### src/rtl/irq_src_router_pkg.sv
package irq_src_router_pkg;

  // Event that sets a channel's pending flag from hardware.
  function automatic logic chan_hit(input logic sel_pin,
                                    input logic pin_ev,
                                    input logic cnt_ev);
    return sel_pin ? pin_ev : cnt_ev;
  endfunction

  // Count event reaching the top-level channel: it is withheld when
  // channel A0 also takes the count event (A0 has precedence).
  function automatic logic tl_cnt_gate(input logic a0_sel_pin,
                                       input logic cnt_ev);
    return cnt_ev & a0_sel_pin;
  endfunction

  // Width of a down-counter that holds values 0..n.
  function automatic int cnt_width(input int n);
    return (n < 2) ? 1 : $clog2(n + 1);
  endfunction

endpackage

### src/rtl/irr_sync.sv
module irr_sync #(
  parameter int W      = 2,
  parameter int STAGES = 2
) (
  input  logic         clk,
  input  logic         rst_n,
  input  logic [W-1:0] d,
  output logic [W-1:0] q
);
  logic [W-1:0] stg [STAGES];

  always_ff @(posedge clk or negedge rst_n) begin
    if (!rst_n) begin
      for (int i = 0; i < STAGES; i++) stg[i] <= '0;
    end else begin
      stg[0] <= d;
      for (int i = 1; i < STAGES; i++) stg[i] <= stg[i-1];
    end
  end

  assign q = stg[STAGES-1];
endmodule

### src/rtl/irr_flag.sv
module irr_flag (
  input  logic clk,
  input  logic rst_n,
  input  logic set_i,
  input  logic clr_i,
  output logic q
);
  always_ff @(posedge clk or negedge rst_n) begin
    if (!rst_n)     q <= 1'b0;
    else if (set_i) q <= 1'b1;
    else if (clr_i) q <= 1'b0;
  end

  // a set strobe always wins over a clear in the same cycle
  p_set_wins_r9: assert property (@(posedge clk) disable iff (!rst_n)
    set_i |=> q);
  // a lone clear drops the flag
  p_clr_drops_r10: assert property (@(posedge clk) disable iff (!rst_n)
    (clr_i && !set_i) |=> !q);
endmodule

### src/rtl/irr_rst_pulse.sv
module irr_rst_pulse #(
  parameter int CYCLES = 4
) (
  input  logic clk,
  input  logic rst_n,
  input  logic trig_i,
  output logic active_o
);
  localparam int CW = irq_src_router_pkg::cnt_width(CYCLES);
  localparam logic [CW-1:0] LOAD = CW'(CYCLES);

  logic [CW-1:0] remain;

  always_ff @(posedge clk or negedge rst_n) begin
    if (!rst_n)                         remain <= '0;
    else if (remain == '0 && trig_i)    remain <= LOAD;
    else if (remain != '0)              remain <= remain - 1'b1;
  end

  assign active_o = (remain != '0);

  // a pulse only begins after a trigger
  p_rise_needs_trig_r3: assert property (@(posedge clk) disable iff (!rst_n)
    $rose(active_o) |-> $past(trig_i));
  // a trigger during a running pulse does not reload it
  p_no_restart_r11: assert property (@(posedge clk) disable iff (!rst_n)
    (active_o && trig_i) |=> (remain < $past(remain)));
  // an idle trigger always starts a pulse
  p_idle_trig_starts_r2: assert property (@(posedge clk) disable iff (!rst_n)
    (!active_o && trig_i) |=> active_o);
endmodule

### src/rtl/irq_src_router.sv
module irq_src_router #(
  parameter int RST_CYCLES  = 4,
  parameter int SYNC_STAGES = 2
) (
  input  logic clk,
  input  logic por_n,
  input  logic timer_mode,
  input  logic a0_sel_pin,
  input  logic tl_sel_pin,
  input  logic eoc_irq_en,
  input  logic eoc_pulse,
  input  logic ext_pin,
  input  logic ext_rst,
  input  logic a0_pend_set,
  input  logic a0_pend_clr,
  input  logic tl_pend_set,
  input  logic tl_pend_clr,
  input  logic wdr_flag_clr,
  output logic sys_rst_o,
  output logic a0_req_o,
  output logic tl_req_o,
  output logic wdr_flag_o
);
  import irq_src_router_pkg::*;

  localparam int NCH = 2;   // channel 0 = A0, channel 1 = top level

  // Synchronize and edge-detect the two asynchronous pins.
  logic [1:0] pins_sync, pins_prev;
  irr_sync #(.W(2), .STAGES(SYNC_STAGES)) u_sync (
    .clk(clk), .rst_n(por_n), .d({ext_rst, ext_pin}), .q(pins_sync));

  always_ff @(posedge clk or negedge por_n) begin
    if (!por_n) pins_prev <= '0;
    else        pins_prev <= pins_sync;
  end

  logic pin_rise, xrst_rise;
  assign pin_rise  = pins_sync[0] & ~pins_prev[0];
  assign xrst_rise = pins_sync[1] & ~pins_prev[1];

  // Internal events, brought out as named wires.
  logic wdg_trig, cnt_irq_ev, rst_trig;
  assign wdg_trig   = ~timer_mode & eoc_pulse;
  assign cnt_irq_ev = timer_mode & eoc_pulse & eoc_irq_en;
  assign rst_trig   = wdg_trig | xrst_rise;

  // Per-channel pending flags.
  logic [NCH-1:0] hw_set, sw_set, sw_clr, pend;
  assign hw_set[0] = chan_hit(a0_sel_pin, pin_rise, cnt_irq_ev);
  assign hw_set[1] = chan_hit(tl_sel_pin, pin_rise,
                              tl_cnt_gate(a0_sel_pin, cnt_irq_ev));
  assign sw_set    = {tl_pend_set, a0_pend_set};
  assign sw_clr    = {tl_pend_clr, a0_pend_clr};

  for (genvar c = 0; c < NCH; c++) begin : g_chan
    irr_flag u_pend (
      .clk(clk), .rst_n(por_n),
      .set_i(hw_set[c] | sw_set[c]), .clr_i(sw_clr[c]), .q(pend[c]));
  end

  assign a0_req_o = pend[0];
  assign tl_req_o = pend[1];

  // Reset pulse and the sticky watchdog-reset flag.
  irr_rst_pulse #(.CYCLES(RST_CYCLES)) u_rst (
    .clk(clk), .rst_n(por_n), .trig_i(rst_trig), .active_o(sys_rst_o));

  irr_flag u_wdr (
    .clk(clk), .rst_n(por_n),
    .set_i(wdg_trig), .clr_i(wdr_flag_clr), .q(wdr_flag_o));

  // in timer mode only the external reset can start a pulse
  p_timer_no_wdg_rst_r4: assert property (@(posedge clk) disable iff (!por_n)
    (timer_mode && !xrst_rise && !sys_rst_o) |=> !sys_rst_o);
  // tie case, count event must not raise the top-level flag
  p_tie_tl_quiet_r8: assert property (@(posedge clk) disable iff (!por_n)
    (timer_mode && !a0_sel_pin && !tl_sel_pin && !tl_pend_set && !tl_req_o)
      |=> !tl_req_o);
  // watchdog mode, count-selected channel only moves on software set
  p_wdg_a0_sw_only_r7: assert property (@(posedge clk) disable iff (!por_n)
    (!timer_mode && !a0_sel_pin && !a0_pend_set && !a0_req_o) |=> !a0_req_o);
  // a watchdog event records itself in the sticky flag
  p_wdg_sets_flag_r2: assert property (@(posedge clk) disable iff (!por_n)
    wdg_trig |=> wdr_flag_o);
  // an external reset alone never sets the sticky flag
  p_xrst_no_flag_r3: assert property (@(posedge clk) disable iff (!por_n)
    (!wdg_trig && !wdr_flag_o) |=> !wdr_flag_o);
endmodule

### config.mk
export PLATFORM = sky130hd
export DESIGN_NAME = irq_src_router
export DESIGN_NICKNAME = d
export VERILOG_FILES = /design/src/rtl/irq_src_router_pkg.sv /design/src/rtl/irr_sync.sv /design/src/rtl/irr_flag.sv /design/src/rtl/irr_rst_pulse.sv /design/src/rtl/irq_src_router.sv
export SDC_FILE = /design/constraint.sdc
export NUM_CORES = 1
export LEC_CHECK = 0
export ABC_AREA = 1
export BUFFER_PORTS_ARGS = -buffer_cell sky130_fd_sc_hd__buf_4
export CORE_MARGIN = 1
export CORE_UTILIZATION = 35
export CTS_BUF_LIST = sky130_fd_sc_hd__clkbuf_8
export DETAILED_ROUTE_END_ITERATION = 10
export PLACE_DENSITY = 0.64
export SLEW_MARGIN = 20
export SYNTH_ARGS = -nofsm -noshare
export SYNTH_HDL_FRONTEND = slang
export SYNTH_HIERARCHICAL = 1
export SYNTH_SLANG_ARGS = --single-unit
### constraint.sdc
create_clock -name clk -period 2.9 [get_ports clk]
set_input_delay 0.58 -clock clk [delete_from_list [all_inputs] [get_ports clk]]
set_output_delay 0.58 -clock clk [all_outputs]
set_load 0.05 [all_outputs]
==> flow_summary.yaml <==
pwr:
  comb_power_share_pct: 30.1
  peakVddDrop_uv: 509
  leakagePower_nw: 0.437
  intPower_mw: 0.385
  power_density_nw_per_um2: 775
  switching_power_mw: 0.185
  clock_power_share_pct: 31.8
  swShare_pct: 32.4
  seqPwrFrac_pct: 38.1
floorplanning:
  rows: 13
  fp.coreArea_um2: 1380
  die_h_um: 41.6
  start_util_pct: 39.6
  die_x_um: 41.6
  io_pins: 18
  die-area_um2: 1730
worst_setup_path:
  crit_arrival_ps: 1340
  reg2reg_to: "u_rst/remain[0]$_DFFE_PN0P_"
  ff2ff_setup_slack_ps: 1770
  worst-r2r-cell-count: 7
  r2r-start: "u_rst/remain[0]$_DFFE_PN0P_"
  crit_type: "reg2out"
  crit_fanout: 3
  crit_path_end_kind: "output pin"
  cp_data_required_time_ps: 2320
  cp-start-kind: "flip-flop"
layout:
  final_nets: 102
  diodes: 0
  area_delta_synth_final_pct: 34.0
  drive_gt1_share_pct: 28.2
  fin_util_pct: 53.1
  fin_area_um2: 734
route:
  dr_total_vias: 445
  drt_iter0_drc: 8
  drt_wl_total_um: 890
  ant_nets: 0
  via_per_inst: 4.45
  avgRoutedWirePerCell_um: 8.90
  firstDrtPassIters: 3
  drc_errors: 0
sta:
  post-route-period-util_pct: 66.1
  drv_slew: 0
  layout_setup_ws_ps: 982
  worst_slew_pin_slew_ps: 171
  rsz0062_at_grt: "false"
  skew_ps: 4.43
  finalHoldViolations: 0
  min_period_ps: 1920
  setup_viol_count_final: 0
  slew_headroom_pct: 88.5
  max_clock_freq_ghz: 0.521
  tns_ps: 0
cts:
  htree_levels: 1
  numCtsBuffers: 3
  postCtsSetupRepairBufs: 0
  cts_hold_buf: 0
  cts_sinks: 12
  clock_latency_ps: 240
  path_clk_slew_ps: 50
  cts_tree: "built"
  clockBufferDepth: 2
  postCtsResizedCells: 0
  ctsRootBufferMaster: "clkbuf_8"
synth:
  ys_top_cells_by_area: "dfrtp_1 55%, inv_1 14%, nand2_1 10%"
  syn-cell-area_um2: 548
  synth.most_common_cell: "inv_1"
  synth_fp_nets: 82
  synth-edff-count: 0
  async_reset_ff_share_pct: 100
  synth_top_area_cell: "dfrtp_1"
  yosysTopAreaCellShare_pct: 54.8
  synthCells: 66
  ys_types: 12
  yosysWarnings: 6
  synth_seq_cells: 12
  yosysSeqAreaShare_pct: 54.8
  synth_top_flop_cell: "dfrtp_1"
  syn_area_per_cell_um2: 8.30
  synthTopCellsByCount: "20 x inv_1, 15 x nand2_1, 12 x dfrtp_1"
placement:
  dp_hpwl_um: 684
  dp_slack_ps: 1240
  portBuffers: 17
  place_area_um2: 679
  gp_congestion: 0.816
min_path:
  hp-class: "in2async"
global_route:
  grt_max_degree: 13
  grt_use_total_pct: 12.8
  grt_pass1_wl_mm: 1.56
  antenna_found_initial: 0
  grt-ovfl-total: 0
  grt_pass1_vias: 407
run:
  drv_cap: 0
outcome:
  status: "completed"
[metal layers]
metal	global-route usage, %	wire (µm)	vias to the layer above
met4	9.68	33	0
met1	13.4	373	194
met2	18.4	380	19
met5	0	0	-
met3	7.83	102	4
li1	-	-	228
[critical path, cell delays in order, from the launching register on]
cell and delay [ps]:
dfrtp_1 380, inv_1 100, ha_1 190, inv_1 60
nor2_2 130, inv_2 60, buf_4 190
[cells by family (layout without fill, tap and decap cells)]
kind of cell	Yosys count	in the layout	synth area share, %
adder cells (fa/ha/maj)	2	2	4.57
AO/OA/AOI/OAI	1	1	1.14
AND/OR/NAND/NOR	28	28	22.4
buffers and inverters	23	42	17.1
flip-flops	12	12	54.8
[registers in the layout, summed over array words and instances, names as in the netlist]
register,count
g_chan.u_pend/q,2
pins_prev,2
u_sync/stg,2
u_sync/q,2
u_wdr/q,1
u_rst/remain,3
[final cells by class]
| type | count | area (µm²) |
|---|---|---|
| clock buffers | 4 | 55.1 |
| fillers | 143 | 648 |
| inverters | 21 | 78.8 |
| multi-input cells | 31 | 154 |
| flip-flops and latches | 12 | 300 |
| well taps | 15 | 18.8 |
| repair buffers | 17 | 128 |
[through the flow]
stage	total power, mW	std cells	hold WS [ps]
finish	0.569	100	161
global route	0.611	100	170
CTS	0.578	100	165
detailed placement	0.392	96	337
global placement	0.386	96	333
floorplan	0.343	66	284
[power groups by stage]
stage | clock [mW] | sequential (mW) | combinational [mW]
after global placement | 0 | 0.218 | 0.168
after detailed placement | 0 | 0.218 | 0.173
after global routing | 0.194 | 0.220 | 0.197
after CTS | 0.189 | 0.216 | 0.173
after floorplan | 0 | 0.227 | 0.116
final | 0.181 | 0.217 | 0.171
[cell usage in the layout, fill, tap and decap left out]
cell type / instances
nor2_2: 2
dfrtp_1: 12
clkbuf_8: 4
o22ai_1: 1
inv_1: 20
inv_2: 1
nand2_1: 15
nand4_1: 1
nor3_1: 1
nand3_1: 7
buf_4: 17
nor2_1: 2
ha_1: 2
[how the worst max path moves through the flow]
stage                                 from  depth (start not counted)        end
2_1_floorplan  u_rst/remain[0]$_DFFE_PN0P_                          5  sys_rst_o
3_3_place_gp   u_rst/remain[0]$_DFFE_PN0P_                          6  sys_rst_o
3_5_place_dp   u_rst/remain[0]$_DFFE_PN0P_                          6  sys_rst_o
4_1_cts        u_rst/remain[0]$_DFFE_PN0P_                          6  sys_rst_o
5_1_grt        u_rst/remain[0]$_DFFE_PN0P_                          6  sys_rst_o
6_report       u_rst/remain[0]$_DFFE_PN0P_                          6  sys_rst_o
No activity file was read; power rests on OpenSTA's default activity.
